**config.mk**
```make
export PLATFORM = sky130hd
export DESIGN_NAME = status_word_unit
export DESIGN_NICKNAME = d
export VERILOG_FILES = /design/src/rtl/sw_pkg.sv /design/src/rtl/sw_arith_flags.sv /design/src/rtl/sw_bit_xfer.sv /design/src/rtl/status_word_unit.sv
export SDC_FILE = /design/constraint.sdc
export NUM_CORES = 1
export LEC_CHECK = 0
export ABC_AREA = 1
export BUFFER_PORTS_ARGS = -buffer_cell sky130_fd_sc_hd__buf_4
export CORE_UTILIZATION = 31
export DETAILED_ROUTE_END_ITERATION = 10
export PLACE_DENSITY_LB_ADDON = 0.25
export SKIP_CTS_REPAIR_TIMING = 1
export SYNTH_ARGS = -nofsm -noshare
export SYNTH_HDL_FRONTEND = slang
export SYNTH_SLANG_ARGS = --single-unit
export TNS_END_PERCENT = 50
```
**constraint.sdc**
```tcl
create_clock -name clk -period 0.8 [get_ports clk]
set_input_delay 0.08 -clock clk [delete_from_list [all_inputs] [get_ports clk]]
set_output_delay 0.08 -clock clk [all_outputs]
set_load 0.02 [all_outputs]
```
**src/rtl/sw_pkg.sv**
```systemverilog
// Package sw_pkg
// Shared constants for the status word unit: word width, bit positions
// of each flag (fixed, the core decodes them) and the I/O bus address.
package sw_pkg;
    localparam int SW_W   = 8;
    localparam int POS_C  = 0;
    localparam int POS_Z  = 1;
    localparam int POS_N  = 2;
    localparam int POS_V  = 3;
    localparam int POS_S  = 4;
    localparam int POS_H  = 5;
    localparam int POS_T  = 6;
    localparam int POS_I  = 7;
    localparam int IO_AW  = 6;
    localparam logic [IO_AW-1:0] SW_IO_ADDR = 6'h3F;
endpackage

```
**src/rtl/sw_arith_flags.sv**
```systemverilog
// Module sw_arith_flags
// Computes the next carry, zero, negative, overflow and half-carry values
// from the ALU outputs. Each flag has its own enable and keeps its current
// value when that enable is low. Assumes the result MSB is the sign bit.
module sw_arith_flags #(
    parameter int DATA_W = 8
) (
    input  logic [DATA_W-1:0] res,
    input  logic              cout,
    input  logic              hcout,
    input  logic              ovf,
    input  logic              en_c,
    input  logic              en_z,
    input  logic              en_n,
    input  logic              en_v,
    input  logic              en_h,
    input  logic              cur_c,
    input  logic              cur_z,
    input  logic              cur_n,
    input  logic              cur_v,
    input  logic              cur_h,
    output logic              nxt_c,
    output logic              nxt_z,
    output logic              nxt_n,
    output logic              nxt_v,
    output logic              nxt_h
);
    localparam int MSB = DATA_W - 1;

    logic res_zero;

    // Zero detect across the whole result
    always_comb res_zero = (res == '0);

    // Per-flag select between new ALU value and held value
    always_comb begin
        nxt_c = en_c ? cout     : cur_c;
        nxt_z = en_z ? res_zero : cur_z;
        nxt_n = en_n ? res[MSB] : cur_n;
        nxt_v = en_v ? ovf      : cur_v;
        nxt_h = en_h ? hcout    : cur_h;
    end
endmodule

```
**src/rtl/sw_bit_xfer.sv**
```systemverilog
// Module sw_bit_xfer
// Transfer-bit datapath: picks the next transfer bit for a bit-store and
// forms the bit-load result by replacing one bit of a register with the
// current transfer bit. Assumes bit_sel always addresses an existing bit.
module sw_bit_xfer #(
    parameter int DATA_W = 8,
    localparam int SEL_W = $clog2(DATA_W)
) (
    input  logic              bst_req,
    input  logic [DATA_W-1:0] bst_src,
    input  logic [DATA_W-1:0] bld_src,
    input  logic [SEL_W-1:0]  bit_sel,
    input  logic              t_cur,
    output logic              t_nxt,
    output logic [DATA_W-1:0] bld_out
);
    // Next transfer bit: copy of the selected source bit on a store
    always_comb t_nxt = bst_req ? bst_src[bit_sel] : t_cur;

    // Bit-load result, one mux per bit position
    for (genvar gi = 0; gi < DATA_W; gi++) begin : g_bld
        always_comb bld_out[gi] = (bit_sel == SEL_W'(gi)) ? t_cur : bld_src[gi];
    end


    always_comb begin
        bld_sel_chk: assert (bld_out[bit_sel] == t_cur);
    end
endmodule

```
**src/rtl/status_word_unit.sv**
```systemverilog
// Module status_word_unit
// Processor status word register. Sources in priority order: an I/O bus
// write at SW_IO_ADDR, then the per-flag ALU updates, bit-store and the
// interrupt enable set/clear (clear beats set). The sign bit is always
// rebuilt as negative XOR overflow. Synchronous active-low reset.
module status_word_unit
    import sw_pkg::*;
#(
    parameter int DATA_W = SW_W,
    parameter logic [IO_AW-1:0] IO_ADDR = SW_IO_ADDR,
    localparam int SEL_W = $clog2(DATA_W)
) (
    input  logic              clk,
    input  logic              rst_n,
    input  logic [DATA_W-1:0] alu_res,
    input  logic              alu_cout,
    input  logic              alu_hcout,
    input  logic              alu_ovf,
    input  logic              upd_c,
    input  logic              upd_z,
    input  logic              upd_n,
    input  logic              upd_v,
    input  logic              upd_h,
    input  logic              bst_req,
    input  logic [DATA_W-1:0] bst_src,
    input  logic [DATA_W-1:0] bld_src,
    input  logic [SEL_W-1:0]  bit_sel,
    input  logic              int_set,
    input  logic              int_clr,
    input  logic              io_we,
    input  logic [IO_AW-1:0]  io_addr,
    input  logic [SW_W-1:0]   io_wdata,
    output logic [SW_W-1:0]   flags,
    output logic [DATA_W-1:0] bld_out
);
    logic [SW_W-1:0] sw_q;
    logic [SW_W-1:0] upd_word;
    logic [SW_W-1:0] bus_word;
    logic            bus_hit;
    logic            nc, nz, nn, nv, nh, nt, ni;

    sw_arith_flags #(.DATA_W(DATA_W)) u_arith (
        .res   (alu_res),
        .cout  (alu_cout),
        .hcout (alu_hcout),
        .ovf   (alu_ovf),
        .en_c  (upd_c),
        .en_z  (upd_z),
        .en_n  (upd_n),
        .en_v  (upd_v),
        .en_h  (upd_h),
        .cur_c (sw_q[POS_C]),
        .cur_z (sw_q[POS_Z]),
        .cur_n (sw_q[POS_N]),
        .cur_v (sw_q[POS_V]),
        .cur_h (sw_q[POS_H]),
        .nxt_c (nc),
        .nxt_z (nz),
        .nxt_n (nn),
        .nxt_v (nv),
        .nxt_h (nh)
    );

    sw_bit_xfer #(.DATA_W(DATA_W)) u_xfer (
        .bst_req (bst_req),
        .bst_src (bst_src),
        .bld_src (bld_src),
        .bit_sel (bit_sel),
        .t_cur   (sw_q[POS_T]),
        .t_nxt   (nt),
        .bld_out (bld_out)
    );

    // Address match for a bus write to this register
    always_comb bus_hit = io_we && (io_addr == IO_ADDR);

    // Interrupt enable: clear wins over set
    always_comb ni = int_clr ? 1'b0 : (int_set ? 1'b1 : sw_q[POS_I]);

    // Word assembled from the individual update paths
    always_comb begin
        upd_word        = '0;
        upd_word[POS_C] = nc;
        upd_word[POS_Z] = nz;
        upd_word[POS_N] = nn;
        upd_word[POS_V] = nv;
        upd_word[POS_S] = nn ^ nv;
        upd_word[POS_H] = nh;
        upd_word[POS_T] = nt;
        upd_word[POS_I] = ni;
    end

    // Word taken from the bus with the sign bit rebuilt
    always_comb begin
        bus_word        = io_wdata;
        bus_word[POS_S] = io_wdata[POS_N] ^ io_wdata[POS_V];
    end

    // Status register with bus write taking priority
    always_ff @(posedge clk) begin
        if (!rst_n)       sw_q <= '0;
        else if (bus_hit) sw_q <= bus_word;
        else              sw_q <= upd_word;
    end

    // Drive the flag byte output
    always_comb flags = sw_q;


    sign_rule_chk: assert property (@(posedge clk) disable iff (!rst_n)
        flags[POS_S] == (flags[POS_N] ^ flags[POS_V]));


    bus_prio_chk: assert property (@(posedge clk) disable iff (!rst_n)
        (io_we && io_addr == IO_ADDR) |=>
            ({flags[7:5], flags[3:0]} == {$past(io_wdata[7:5]), $past(io_wdata[3:0])}));


    int_clr_chk: assert property (@(posedge clk) disable iff (!rst_n)
        (int_clr && !(io_we && io_addr == IO_ADDR)) |=> !flags[POS_I]);


    int_set_chk: assert property (@(posedge clk) disable iff (!rst_n)
        (int_set && !int_clr && !(io_we && io_addr == IO_ADDR)) |=> flags[POS_I]);


    idle_hold_chk: assert property (@(posedge clk) disable iff (!rst_n)
        !(upd_c || upd_z || upd_n || upd_v || upd_h || bst_req || int_set ||
          int_clr || io_we) |=> $stable(flags));


    bst_chk: assert property (@(posedge clk) disable iff (!rst_n)
        (bst_req && !io_we) |=> flags[POS_T] == $past(bst_src[bit_sel]));
endmodule

```
# [After elaboration in Yosys (flattened, before gate mapping)]
# Index checks and enable logic that the tools add are counted.
[totals] reg_bits=8 latch_bits=0 ramBits=0 mem_bits_ro=0 input_bits=55 word_cells=44 n_memories=0
[op_classes] n_addsub=0 multipliers=0 n_div=0 n_lt_le_gt_ge=1 eq_ne=8 n_shift=0 muxes=19 n_bitwise=2 n_reduce_logical=8
[ops] op="$mux 1" count=17
[ops] op="$eq 3x3->1 const B" count=4
[ops] op="$logic_not 8->1" count=1
[ops] op="$mux 8" count=1
[ops] op="$reduce_bool 2->1" count=4
[ops] op="$eq 3x2->1 const B" count=2
[ops] op="$eq 6x6->1 const B" count=1
[ops] op="$lt 3x4->1 const B" count=1
[ops] op="$bmux 1 s3" count=1
[ops] op="$eq 3x1->1 const B" count=1
[ops] op="$logic_not 3->1" count=1
[ops] op="$reduce_bool 3->1" count=1
[ops] op="$xor 1x1->1" count=2
[ops] op="$logic_and 1x1->1" count=1

# [Longest topological paths before layout]
[logic_depth] ltp_word=4 ltp_mapped=8

# [Modules after synthesis]
# From an unflattened synthesis, not the netlist that was laid out.
[hier_totals] hier_cells=120 hier_area_um2=770.7
[by_module_without_submodules] module="status_word_unit" instances=1 cells_per_inst=54 area_each_um2=436.7 seq_area_each_um2=160.2
[by_module_without_submodules] module="sw_bit_xfer" instances=1 cells_per_inst=50 area_each_um2=237.7 seq_area_each_um2=0.0
[by_module_without_submodules] module="sw_arith_flags" instances=1 cells_per_inst=16 area_each_um2=96.3 seq_area_each_um2=0.0

# [Least setup slack after synthesis]
# Ideal clock, no wire load.
[synth_path] kind="register to output" from="reg sw_q[6], in the netlist flags[6]" to="out bld_out[1]" arrival_ps=905 required_ps=720 path_slack_ps=-185 path_stages_with_launch=3 n_path_buf=0 cell_sequence="dfxtp_1 > inv_1 > o21ai_0"
[synth_between] elab_chain_cells=1
[synth_rtl] element="start: declaration" line="status_word_unit.sv:36" text="logic [SW_W-1:0] sw_q;"
[synth_rtl] element="start signal: assignment" line="status_word_unit.sv:102" text="else if (bus_hit) sw_q <= bus_word;"
[synth_rtl] element="start signal: assignment" line="status_word_unit.sv:103" text="else sw_q <= upd_word;"
[synth_rtl] element="$mux 1" line="sw_bit_xfer.sv:22" text="always_comb bld_out[gi] = (bit_sel == SEL_W'(gi)) ? t_cur : bld_src[gi];"
[synth_rtl] element="end: declaration" line="status_word_unit.sv:34" text="output logic [DATA_W-1:0] bld_out"
# Every way passes these cells.

# [Worst setup path after layout]
[layout_path] from="reg sw_q[6], in the netlist flags[6]" to="out bld_out[7]"
# The elaborated chain is that of the path after synthesis.

==> results.json <==
{
  "clk_pin_slew_ps": 60,
  "synth_compound_area_share_pct": 20.3,
  "initial_core_util_pct": 33.8,
  "largest_reg_flops": 8,
  "cts_buffer_depth": 2,
  "clkLatencyLatePin_ps": 270,
  "max_clock_freq_ghz": 0.948,
  "final_cell_mix": "buf_4, nand2_1, nand3_1, nor2_1, buf_6",
  "min_period_over_period_pct": 132,
  "syn_nets": 167,
  "synth_cells": 112,
  "vias_per_cell": 4.75,
  "root_buffer": "clkbuf_4",
  "rrSetupSlack_ps": -220,
  "synthMuxAreaShare_pct": 2.93,
  "antenna_found_initial": 0,
  "synthAdderAreaFrac_pct": 0,
  "maxCapViolCount": 0,
  "totalWireLength_mm": 2.38,
  "multiInputGateArea_um2": 458,
  "place_ws_ps": -150,
  "layout_commonest_cell": "buf_4",
  "design_area_um2": 1360,
  "ys_ff_latch": 8,
  "dpl-instance-area_um2": 1250,
  "grt_max_degree": 14,
  "dieArea_um2": 2400,
  "wl_per_cell_um": 11.2,
  "crit_type": "register to output pin",
  "yosysTopAreaCellShare_pct": 23.4,
  "synth_xor_area_share_pct": 2.56,
  "critPathRequiredTime_ps": 720,
  "die_w_um": 49.0,
  "drt-pass1-iter-count": 4,
  "slew_violations": 0,
  "r2r_start": "flags[3]$_SDFF_PN0_",
  "portBuffers": 69,
  "drc": 0,
  "grt_pass1_vias": 937,
  "vias": 1006,
  "synth_top_cell_by_area": "dfxtp_1",
  "rsz0062_at_grt": "true",
  "worst_slack_ps": -255,
  "synth-simple-area-share_pct": 33.6,
  "seq_area_um2": 171,
  "maxSlewHeadroom_pct": 84.7,
  "io_pins": 71,
  "whs_path_depth": 3,
  "status": "finished with violations",
  "setup_violations": 14,
  "cts_buffers": 3,
  "min_to": "flags[7]$_SDFFE_PN0P_",
  "grt.total_usage_pct": 18.9,
  "fp.dieH_um": 49.0,
  "hold_path_class": "input port to register",
  "path_max_fanout": 9,
  "coreArea_um2": 2020,
  "regToRegEndpoint": "flags[4]$_SDFF_PN0_",
  "overflow": 0,
  "synthTopCellsByArea": "dfxtp_1, nand2_1, o21ai_0, nand3_1, a21oi_1",
  "start_kind": "register",
  "fin_crit_ps": 1050,
  "place.gp.congestion": 0.779,
  "dp_hpwl_mm": 1.77,
  "worstMarginPinSlew_ps": 229,
  "rows": 16,
  "diodes": 0,
  "critPathArrivalTime_ps": 970,
  "clock_sinks": 8,
  "end_kind": "output pin",
  "synth_top_family_by_area": "simple AND/OR/NAND/NOR gates",
  "drive_gt1_share_pct": 57.3,
  "finalNetCount": 242,
  "synth_area_um2": 684,
  "grt_pass1_wl_mm": 3.47,
  "violations": "negative setup slack",
  "area_growth_pct": 98.2,
  "r2r_cells": 5,
  "postSynthAreaPerCell_um2": 6.11,
  "synth-seq-area-share_pct": 23.4,
  "antenna_left": 0,
  "cts_tree": "yes",
  "synth_cell_types": 18,
  "fillers": 187,
  "peakVddDrop_v": 0.00112,
  "drtIter0Drc": 19,
  "p_leak_uw": 0.000703,
  "hold_viol_final": 0,
  "p_per_area_nw_per_um2": 1040,
  "ctsHtreeMaxLevel": 1,
  "finalClockSkew_ps": 6.23,
  "hp-start": "int_clr",
  "yosys_warnings": 0
}
[worst max-delay path by stage]
stage,slack [ps],to,startpoint,cells past startpoint
after floorplan,-60,bld_out[1],flags[6]$_SDFFE_PN0P_,2
after global placement,-110,flags[6]$_SDFFE_PN0P_,io_we,6
after detailed placement,-150,flags[4]$_SDFF_PN0_,flags[3]$_SDFF_PN0_,5
after CTS,-370,bld_out[4],flags[6]$_SDFFE_PN0P_,3
after global routing,-280,bld_out[7],flags[6]$_SDFFE_PN0P_,3
final,-250,bld_out[7],flags[6]$_SDFFE_PN0P_,3
[Yosys cell counts]
| cell | n |
|---|---|
| nand2_1 | 32 |
| o21ai_0 | 12 |
| nor2_1 | 11 |
| nand3_1 | 10 |
| a21oi_1 | 9 |
| dfxtp_1 | 8 |
| inv_1 | 8 |
| buf_4 | 6 |
| buf_6 | 3 |
| a31oi_1 | 2 |
| mux2i_1 | 2 |
| nand2_2 | 2 |
| xor2_1 | 2 |
| and3_1 | 1 |
| inv_6 | 1 |
| o21ai_1 | 1 |
| o21ai_2 | 1 |
| o21bai_1 | 1 |
[metrics by stage]
stage | utilization [%] | cells | TNS [ps] | total power [µW] | hold WS [ps]
CTS | 63.0 | 212 | -3610 | 1350 | 88.6
finish | 67.1 | 212 | -2510 | 1410 | 80.1
floorplan | - | 112 | -471 | 708 | 218
global route | 67.1 | 212 | -3050 | 1480 | 95.8
global placement | 61.9 | 209 | -1080 | 1020 | 349
detailed placement | 61.9 | 209 | -1410 | 1030 | 361
[metal layers]
layer	routed length, µm	share of wire, %	GRT usage [%]
met2	1370	58	38.4
met1	807	34	16.9
met3	160	6.7	5.61
met4	38	1.6	7.35
met5	0	0	0
[area by class of cell]
type	instances	share of cell area (%)
Timing Repair Buffer	79	46.2
Multi-Input combinational cell	86	33.8
Sequential cell	8	12.6
Inverter	9	3.23
Tap cell	27	2.49
Clock buffer	3	1.66
[report_power, final]
group	switching, µW	internal, µW
registers	16.8	426
logic	280	359
clock network	150	173
total	448	958
[critical path: stages (launching register included)]
cell and delay, ps:
dfxtp_4 360, inv_6 50, o21ai_1 140, buf_4 160
[logic make-up (layout without fill, tap and decap cells)]
| family | after synthesis | in the layout |
|---|---|---|
| AOI/OAI and AO/OA | 26 | 26 |
| xor gates and xnor gates | 2 | 2 |
| buffers and inverters | 18 | 91 |
| DFF | 8 | 8 |
| muxes | 2 | 2 |
| and+or+nand+nor | 56 | 56 |
Power figures use the tool's default switching activity.
